<file path="src/rtl/mcdt_pkg.sv">
package mcdt_pkg;
  localparam int SEL_W           = 3;
  localparam int IE_WORD         = 0;
  localparam int ST_WORD         = 1;
  localparam int CH_BASE_WORD    = 4;
  localparam int CH_STRIDE_WORDS = 8;
  localparam int CH_FIELDS       = 5;

  typedef enum logic [2:0] {
    FLD_CTRL = 3'd0,
    FLD_ILO  = 3'd1,
    FLD_IHI  = 3'd2,
    FLD_CLO  = 3'd3,
    FLD_CHI  = 3'd4,
    FLD_NONE = 3'd7
  } fld_e;

  typedef struct packed {
    logic             oneshot;
    logic [SEL_W-1:0] sel;
    logic             reload;
    logic             en;
  } ctrl_t;

  function automatic ctrl_t ctrl_unpack(input logic [7:0] b);
    ctrl_t c;
    c.oneshot = b[7];
    c.sel     = b[6:4];
    c.reload  = b[1];
    c.en      = b[0];
    return c;
  endfunction

  // load request never reads back
  function automatic logic [7:0] ctrl_pack(input ctrl_t c);
    return {c.oneshot, c.sel, 2'b00, 1'b0, c.en};
  endfunction
endpackage

</file>
<file path="src/rtl/mcdt_prescaler.sv">
module mcdt_prescaler #(
  parameter int SEL_W = 3
) (
  input  logic             clk_i,
  input  logic             rst_ni,
  input  logic             restart_i,
  input  logic             run_i,
  input  logic [SEL_W-1:0] sel_i,
  output logic             tick_o
);
  localparam int PW = (1 << SEL_W) - 1;

  logic [PW-1:0] pcnt_q;
  logic [PW-1:0] lim;
  logic [PW:0]   pow;

  always_comb begin
    pow = {{PW{1'b0}}, 1'b1} << sel_i;
    lim = PW'(pow - (PW+1)'(1));
  end

  assign tick_o = run_i & (pcnt_q == lim);

  always_ff @(posedge clk_i or negedge rst_ni) begin
    if (!rst_ni)        pcnt_q <= '0;
    else if (restart_i) pcnt_q <= '0;
    else if (run_i)     pcnt_q <= tick_o ? '0 : pcnt_q + PW'(1);
  end
endmodule

</file>
<file path="src/rtl/mcdt_channel.sv">
module mcdt_channel
  import mcdt_pkg::*;
#(
  parameter int DATA_W = 32,
  parameter int CNT_W  = 64
) (
  input  logic              clk_i,
  input  logic              rst_ni,
  input  logic              ctrl_we_i,
  input  logic              ilo_we_i,
  input  logic              ihi_we_i,
  input  logic [DATA_W-1:0] wdata_i,
  output ctrl_t             ctrl_o,
  output logic [CNT_W-1:0]  ival_o,
  output logic [CNT_W-1:0]  cnt_o,
  output logic              expire_o
);
  localparam int HI_W = CNT_W - DATA_W;

  ctrl_t            ctrl_q;
  logic [CNT_W-1:0] ival_q, cnt_q;
  logic             load, run, tick, at_zero;

  assign load    = ctrl_q.en & ctrl_q.reload;
  assign run     = ctrl_q.en & ~ctrl_q.reload;
  assign at_zero = (cnt_q == '0);

  mcdt_prescaler #(.SEL_W(SEL_W)) u_psc (
    .clk_i    (clk_i),
    .rst_ni   (rst_ni),
    .restart_i(load),
    .run_i    (run),
    .sel_i    (ctrl_q.sel),
    .tick_o   (tick)
  );

  assign expire_o = run & tick & at_zero;

  // software write wins over hardware self-clear
  always_ff @(posedge clk_i or negedge rst_ni) begin
    if (!rst_ni) ctrl_q <= '0;
    else if (ctrl_we_i) ctrl_q <= ctrl_unpack(wdata_i[7:0]);
    else begin
      if (load) ctrl_q.reload <= 1'b0;
      if (expire_o && ctrl_q.oneshot) ctrl_q.en <= 1'b0;
    end
  end

  always_ff @(posedge clk_i or negedge rst_ni) begin
    if (!rst_ni) ival_q <= '0;
    else begin
      if (ilo_we_i) ival_q[DATA_W-1:0]     <= wdata_i;
      if (ihi_we_i) ival_q[CNT_W-1:DATA_W] <= wdata_i[HI_W-1:0];
    end
  end

  always_ff @(posedge clk_i or negedge rst_ni) begin
    if (!rst_ni) cnt_q <= '0;
    else if (load) cnt_q <= ival_q;
    else if (run && tick) begin
      if (at_zero) cnt_q <= ctrl_q.oneshot ? '0 : ival_q;
      else         cnt_q <= cnt_q - CNT_W'(1);
    end
  end

  assign ctrl_o = ctrl_q;
  assign ival_o = ival_q;
  assign cnt_o  = cnt_q;
endmodule

</file>
<file path="src/rtl/mcdt_irq_ctrl.sv">
module mcdt_irq_ctrl #(
  parameter int NUM_CH = 4
) (
  input  logic              clk_i,
  input  logic              rst_ni,
  input  logic              ie_we_i,
  input  logic              st_we_i,
  input  logic [NUM_CH-1:0] wmask_i,
  input  logic [NUM_CH-1:0] set_i,
  output logic [NUM_CH-1:0] ie_o,
  output logic [NUM_CH-1:0] st_o,
  output logic              irq_o
);
  logic [NUM_CH-1:0] ie_q, st_q, clr;

  assign clr = st_we_i ? wmask_i : '0;

  always_ff @(posedge clk_i or negedge rst_ni) begin
    if (!rst_ni) begin
      ie_q <= '0;
      st_q <= '0;
    end else begin
      if (ie_we_i) ie_q <= wmask_i;
      st_q <= set_i | (st_q & ~clr);  // set beats clear
    end
  end

  assign ie_o  = ie_q;
  assign st_o  = st_q;
  assign irq_o = |(ie_q & st_q);
endmodule

</file>
<file path="src/rtl/mc_down_timer.sv">
module mc_down_timer
  import mcdt_pkg::*;
#(
  parameter int NUM_CH = 4,
  parameter int ADDR_W = 6,
  parameter int DATA_W = 32,
  parameter int CNT_W  = 64
) (
  input  logic              clk_i,
  input  logic              rst_ni,
  input  logic              wr_en_i,
  input  logic              rd_en_i,
  input  logic [ADDR_W-1:0] addr_i,
  input  logic [DATA_W-1:0] wdata_i,
  output logic [DATA_W-1:0] rdata_o,
  output logic              irq_o
);
  ctrl_t             ctrl_a [NUM_CH];
  logic [CNT_W-1:0]  ival_a [NUM_CH];
  logic [CNT_W-1:0]  cnt_a  [NUM_CH];
  logic [NUM_CH-1:0] exp_a, hit_ch, ie_vec, st_vec;
  logic [DATA_W-1:0] rd_mux, rdata_q;
  fld_e              fld;
  logic              ie_hit, st_hit;

  assign ie_hit = (int'(addr_i) == IE_WORD);
  assign st_hit = (int'(addr_i) == ST_WORD);

  always_comb begin
    hit_ch = '0;
    fld    = FLD_NONE;
    for (int c = 0; c < NUM_CH; c++) begin
      for (int f = 0; f < CH_FIELDS; f++) begin
        if (int'(addr_i) == CH_BASE_WORD + c * CH_STRIDE_WORDS + f) begin
          hit_ch[c] = 1'b1;
          fld       = fld_e'(3'(f));
        end
      end
    end
  end

  for (genvar c = 0; c < NUM_CH; c++) begin : g_ch
    mcdt_channel #(.DATA_W(DATA_W), .CNT_W(CNT_W)) u_ch (
      .clk_i    (clk_i),
      .rst_ni   (rst_ni),
      .ctrl_we_i(wr_en_i & hit_ch[c] & (fld == FLD_CTRL)),
      .ilo_we_i (wr_en_i & hit_ch[c] & (fld == FLD_ILO)),
      .ihi_we_i (wr_en_i & hit_ch[c] & (fld == FLD_IHI)),
      .wdata_i  (wdata_i),
      .ctrl_o   (ctrl_a[c]),
      .ival_o   (ival_a[c]),
      .cnt_o    (cnt_a[c]),
      .expire_o (exp_a[c])
    );
  end

  mcdt_irq_ctrl #(.NUM_CH(NUM_CH)) u_irq (
    .clk_i  (clk_i),
    .rst_ni (rst_ni),
    .ie_we_i(wr_en_i & ie_hit),
    .st_we_i(wr_en_i & st_hit),
    .wmask_i(wdata_i[NUM_CH-1:0]),
    .set_i  (exp_a),
    .ie_o   (ie_vec),
    .st_o   (st_vec),
    .irq_o  (irq_o)
  );

  always_comb begin
    rd_mux = '0;
    if (ie_hit) rd_mux = DATA_W'(ie_vec);
    if (st_hit) rd_mux = DATA_W'(st_vec);
    for (int c = 0; c < NUM_CH; c++) begin
      if (hit_ch[c]) begin
        case (fld)
          FLD_CTRL: rd_mux = DATA_W'(ctrl_pack(ctrl_a[c]));
          FLD_ILO:  rd_mux = ival_a[c][DATA_W-1:0];
          FLD_IHI:  rd_mux = DATA_W'(ival_a[c][CNT_W-1:DATA_W]);
          FLD_CLO:  rd_mux = cnt_a[c][DATA_W-1:0];
          FLD_CHI:  rd_mux = DATA_W'(cnt_a[c][CNT_W-1:DATA_W]);
          default:  rd_mux = '0;
        endcase
      end
    end
  end

  always_ff @(posedge clk_i or negedge rst_ni) begin
    if (!rst_ni)      rdata_q <= '0;
    else if (rd_en_i) rdata_q <= rd_mux;
  end

  assign rdata_o = rdata_q;
endmodule

</file>
<file path="config.mk">
export PLATFORM = sky130hd
export DESIGN_NAME = mc_down_timer
export DESIGN_NICKNAME = d
export VERILOG_FILES = /design/src/rtl/mcdt_pkg.sv /design/src/rtl/mcdt_prescaler.sv /design/src/rtl/mcdt_channel.sv /design/src/rtl/mcdt_irq_ctrl.sv /design/src/rtl/mc_down_timer.sv
export SDC_FILE = /design/constraint.sdc
export NUM_CORES = 2
export LEC_CHECK = 0
export CAP_MARGIN = 10
export CORE_UTILIZATION = 45
export DETAILED_ROUTE_END_ITERATION = 12
export DONT_BUFFER_PORTS = 1
export HOLD_SLACK_MARGIN = 0.12
export PLACE_DENSITY_LB_ADDON = 0.1
export RECOVER_POWER = 25
export SETUP_SLACK_MARGIN = 0.05
export SYNTH_ARGS = -nofsm -noshare
export SYNTH_HDL_FRONTEND = slang
export SYNTH_HIERARCHICAL = 1
export SYNTH_SLANG_ARGS = --single-unit
export TNS_END_PERCENT = 20
</file>
<file path="constraint.sdc">
create_clock -name clk_i -period 6.3 [get_ports clk_i]
set_input_delay 1.89 -clock clk_i [delete_from_list [all_inputs] [get_ports clk_i]]
set_output_delay 1.89 -clock clk_i [all_outputs]
set_load 0.005 [all_outputs]
</file>
==> impl_metrics.py <==
metrics = {
    "outcome": {
        "status": "complete, but fails checks",
        "violations": "max-capacitance violations, max-slew violations",
    },
    "routing": {
        "dr.first_iter.drc_count": 4336,
        "viasPerCell": 6.99,
        "drcViolationCount": 0,
        "dr.pass1.iters": 6,
        "wire_per_inst_um": 30.3,
        "drt-total-wl_um": 144000,
        "drtAntennaViolNets": 0,
        "routed-via-count": 33300,
    },
    "critical_path": {
        "path_cells": "nand2_1 > clkbuf_1 > clkinv_1 > a31oi_1 > o311ai_0 > nand3_1",
        "path_delay_family": "buffers and inverters",
        "crit_type": "reg -> reg",
        "worst_setup_path_start_kind": "flip-flop",
        "required_ns": 6.85,
        "slowest_delay_ns": 1.99,
        "critPathMaxFanout": 48,
        "critPathArrivalTime_ns": 5.97,
        "crit_path_end_kind": "flip-flop",
        "cp.buffers_inverters": 2,
        "crit_slowest_cell": "clkbuf_1",
    },
    "global_routing": {
        "use_met3_pct": 10.8,
        "grt_pass1_wl_um": 214000,
        "use_met1_pct": 47.3,
        "grt-busiest-layer": "met2",
        "grt_usage_pct": 35.0,
        "grt_remaining_overflow": 0,
        "use_met2_pct": 49.9,
        "antenna_found_initial": 10,
        "grt_max_degree": 605,
        "grt_pass1_vias": 31200,
    },
    "floorplan": {
        "initial_core_util_pct": 45.5,
        "row_count": 103,
        "die-area_um2": 81200,
        "die_w_um": 285,
        "fp.dieH_um": 285,
        "boundaryPins": 75,
        "core_um2": 79100,
    },
    "sta": {
        "tns_ns": 0,
        "finalHoldViolations": 0,
        "fin_crit_sh_pct": 86.0,
        "rsz0062_at_grt": "no",
        "maxClockFrequency_mhz": 185,
        "fin_skew_ns": 0.0260,
        "setup_violations": 0,
        "tightest_slew_ns": 2.82,
        "period_minus_slack_ns": 5.42,
        "setup_slack_ns": 0.882,
        "drv_slew": 111,
        "slew_headroom_pct": -87.8,
    },
    "cells_and_area": {
        "layout-drive-gt1-share_pct": 16.4,
        "synthToLayoutAreaGrowth_pct": 8.59,
        "stdcell_area_um2": 39100,
        "final_common_cell": "dfrtp_1",
        "fin_nets": 3711,
        "fillerInstances": 7460,
        "fin_util_pct": 49.4,
        "layout_common_cells": "dfrtp_1 (604), nand2_1 (402), a21oi_1 (290)",
    },
    "logic_synthesis": {
        "synth-seq-cells": 604,
        "syn_nets": 3853,
        "synth_edf_count": 0,
        "netlist_instances": 3799,
        "syn_avg_cell_area_um2": 9.48,
        "yosys.cell_types.count": 92,
        "yosysWarnings": 6,
        "synthArstFlopShare_pct": 100,
        "synth_area_um2": 36000,
        "ys_seq_area_share_pct": 42.0,
        "ys.flop_type": "dfrtp_1",
    },
    "power": {
        "leakage_nw": 15.7,
        "power_density_nw_per_um2": 340,
        "power.total_mw": 13.3,
        "vdd_drop_max_uv": 210,
    },
    "clocking": {
        "cts_resized": 0,
        "cts_buffers": 74,
        "clockBufferDepth": 3,
        "insertion_delay_ns": 0.63,
        "cts_tree": "built",
        "cts-root-buf": "clkbuf_16",
        "cts-hold-fix-buffers": 0,
        "cts_num_sinks": 604,
        "cts_setup_buffers": 0,
        "clk_pin_slew_ns": 0.06,
        "h-tree-depth": 3,
    },
    "placement": {
        "port_buffers": 0,
        "place_congestion": 0.992,
        "dpl_cell_area_um2": 36600,
        "place_hpwl_um": 94300,
        "dp_slack_ns": 1.45,
    },
    "hold_path": {
        "hp-class": "reg -> reg",
    },
    "job": {
        "cap_violations": 3,
    },
}
synth_stat cells, drive strengths merged (12+ instances only):
cell	count	share of area (%)
xor2	24	0.58
a221oi	28	0.68
a21oi	291	4.0
mux2i	92	2.6
o31ai	16	0.64
nor4	97	1.8
nor2	193	2.1
clkbuf	150	1.6
dfrtp	604	42
nor2b	14	0.24
and3	23	0.40
nand2b	25	0.43
a22o	12	0.31
a32o	28	0.78
o211ai	80	1.7
a211oi	85	1.8
nor3	148	2.2
or3	62	1.2
and4	12	0.29
o221ai	40	0.97
mux2	280	8.8
buf	130	2.2
ha	12	0.42
or4	40	0.94
inv	22	0.23
nand4b	12	0.29
a221o	12	0.33
nand3	249	3.5
o21ai	189	2.8
nand2	405	4.2
a22oi	66	1.5
o311ai	44	1.1
nor3b	13	0.28
a31oi	16	0.28
nand4	48	1.0
mux4	13	0.81
a32oi	52	1.3
a21boi	24	0.50
power breakdown:
| part | internal, mW | total [mW] | switching (mW) |
|---|---|---|---|
| Combinational | 1.14 | 3.38 | 2.24 |
| Clock | 2.56 | 4.37 | 1.80 |
| Sequential | 4.49 | 5.54 | 1.05 |
metrics by stage:
stage,hold slack [ns],std cells
finish,0.508,4765
floorplan,0.465,3799
CTS,0.508,4758
global route,0.531,4761
global placement,0.492,4628
detailed placement,0.500,4628
worst min-delay path, cell delays in order, from the launching register on:
cell and delay (ns):
dfrtp_1 0.36, nand2_1 0.06, o211ai_1 0.07
cell families after synthesis:
group / count (synthesis) / share of synthesized area [%]
and+or+nand+nor: 1398 / 20.3
AOI/OAI and AO/OA: 1061 / 20.4
adders and majority gates: 12 / 0.417
muxes: 385 / 12.1
DFF: 604 / 42.0
xor gates and xnor gates: 32 / 0.778
buffers and inverters: 307 / 4.02
layer usage:
layer  wire [um]  vias to the layer above
met4        8360                        6
met1       58000                    16700
met3       16900                      335
li1            -                    14300
met5          34                        -
met2       60900                     1927
flip-flops by register name (all words and copies together) (netlist names):
signal / cells
g_ch.u_ch/ctrl_o: 24
rdata_o: 32
g_ch.u_ch/u_psc/pcnt_q: 28
g_ch.u_ch/cnt_o: 256
u_irq/ie_o: 4
g_ch.u_ch/ival_o: 256
u_irq/st_o: 4
path summary, 6_finish.rpt:
check	start	to	slack, ns	cells after the start
worst min-delay path	g_ch[0].u_ch/ival_o[5]	g_ch[0].u_ch/cnt_o[5]	0.51	2
worst min register to register	g_ch[0].u_ch/ival_o[5]	g_ch[0].u_ch/cnt_o[5]	0.51	2
max in group asynchronous	rst_ni	g_ch[1].u_ch/ival_o[45]	2.53	3
worst max-delay path	g_ch[3].u_ch/ctrl_o[0]	g_ch[3].u_ch/cnt_o[18]	0.88	6
worst max register to register	g_ch[3].u_ch/ctrl_o[0]	g_ch[3].u_ch/cnt_o[18]	0.88	6
min in group asynchronous	rst_ni	g_ch[3].u_ch/u_psc/pcnt_q[0]	0.96	0
final cells by class:
cell class	instances	area (um2)	area share (%)
Antenna cell	4	10.0	0.0256
Clock buffer	107	2180	5.57
Clock inverter	23	260	0.665
Inverter	27	101	0.259
Multi-Input combinational cell	2888	19600	50.1
Sequential cell	604	15100	38.6
Tap cell	1050	1310	3.36
Timing Repair Buffer	62	552	1.41
(Power assumes the default switching activity.)
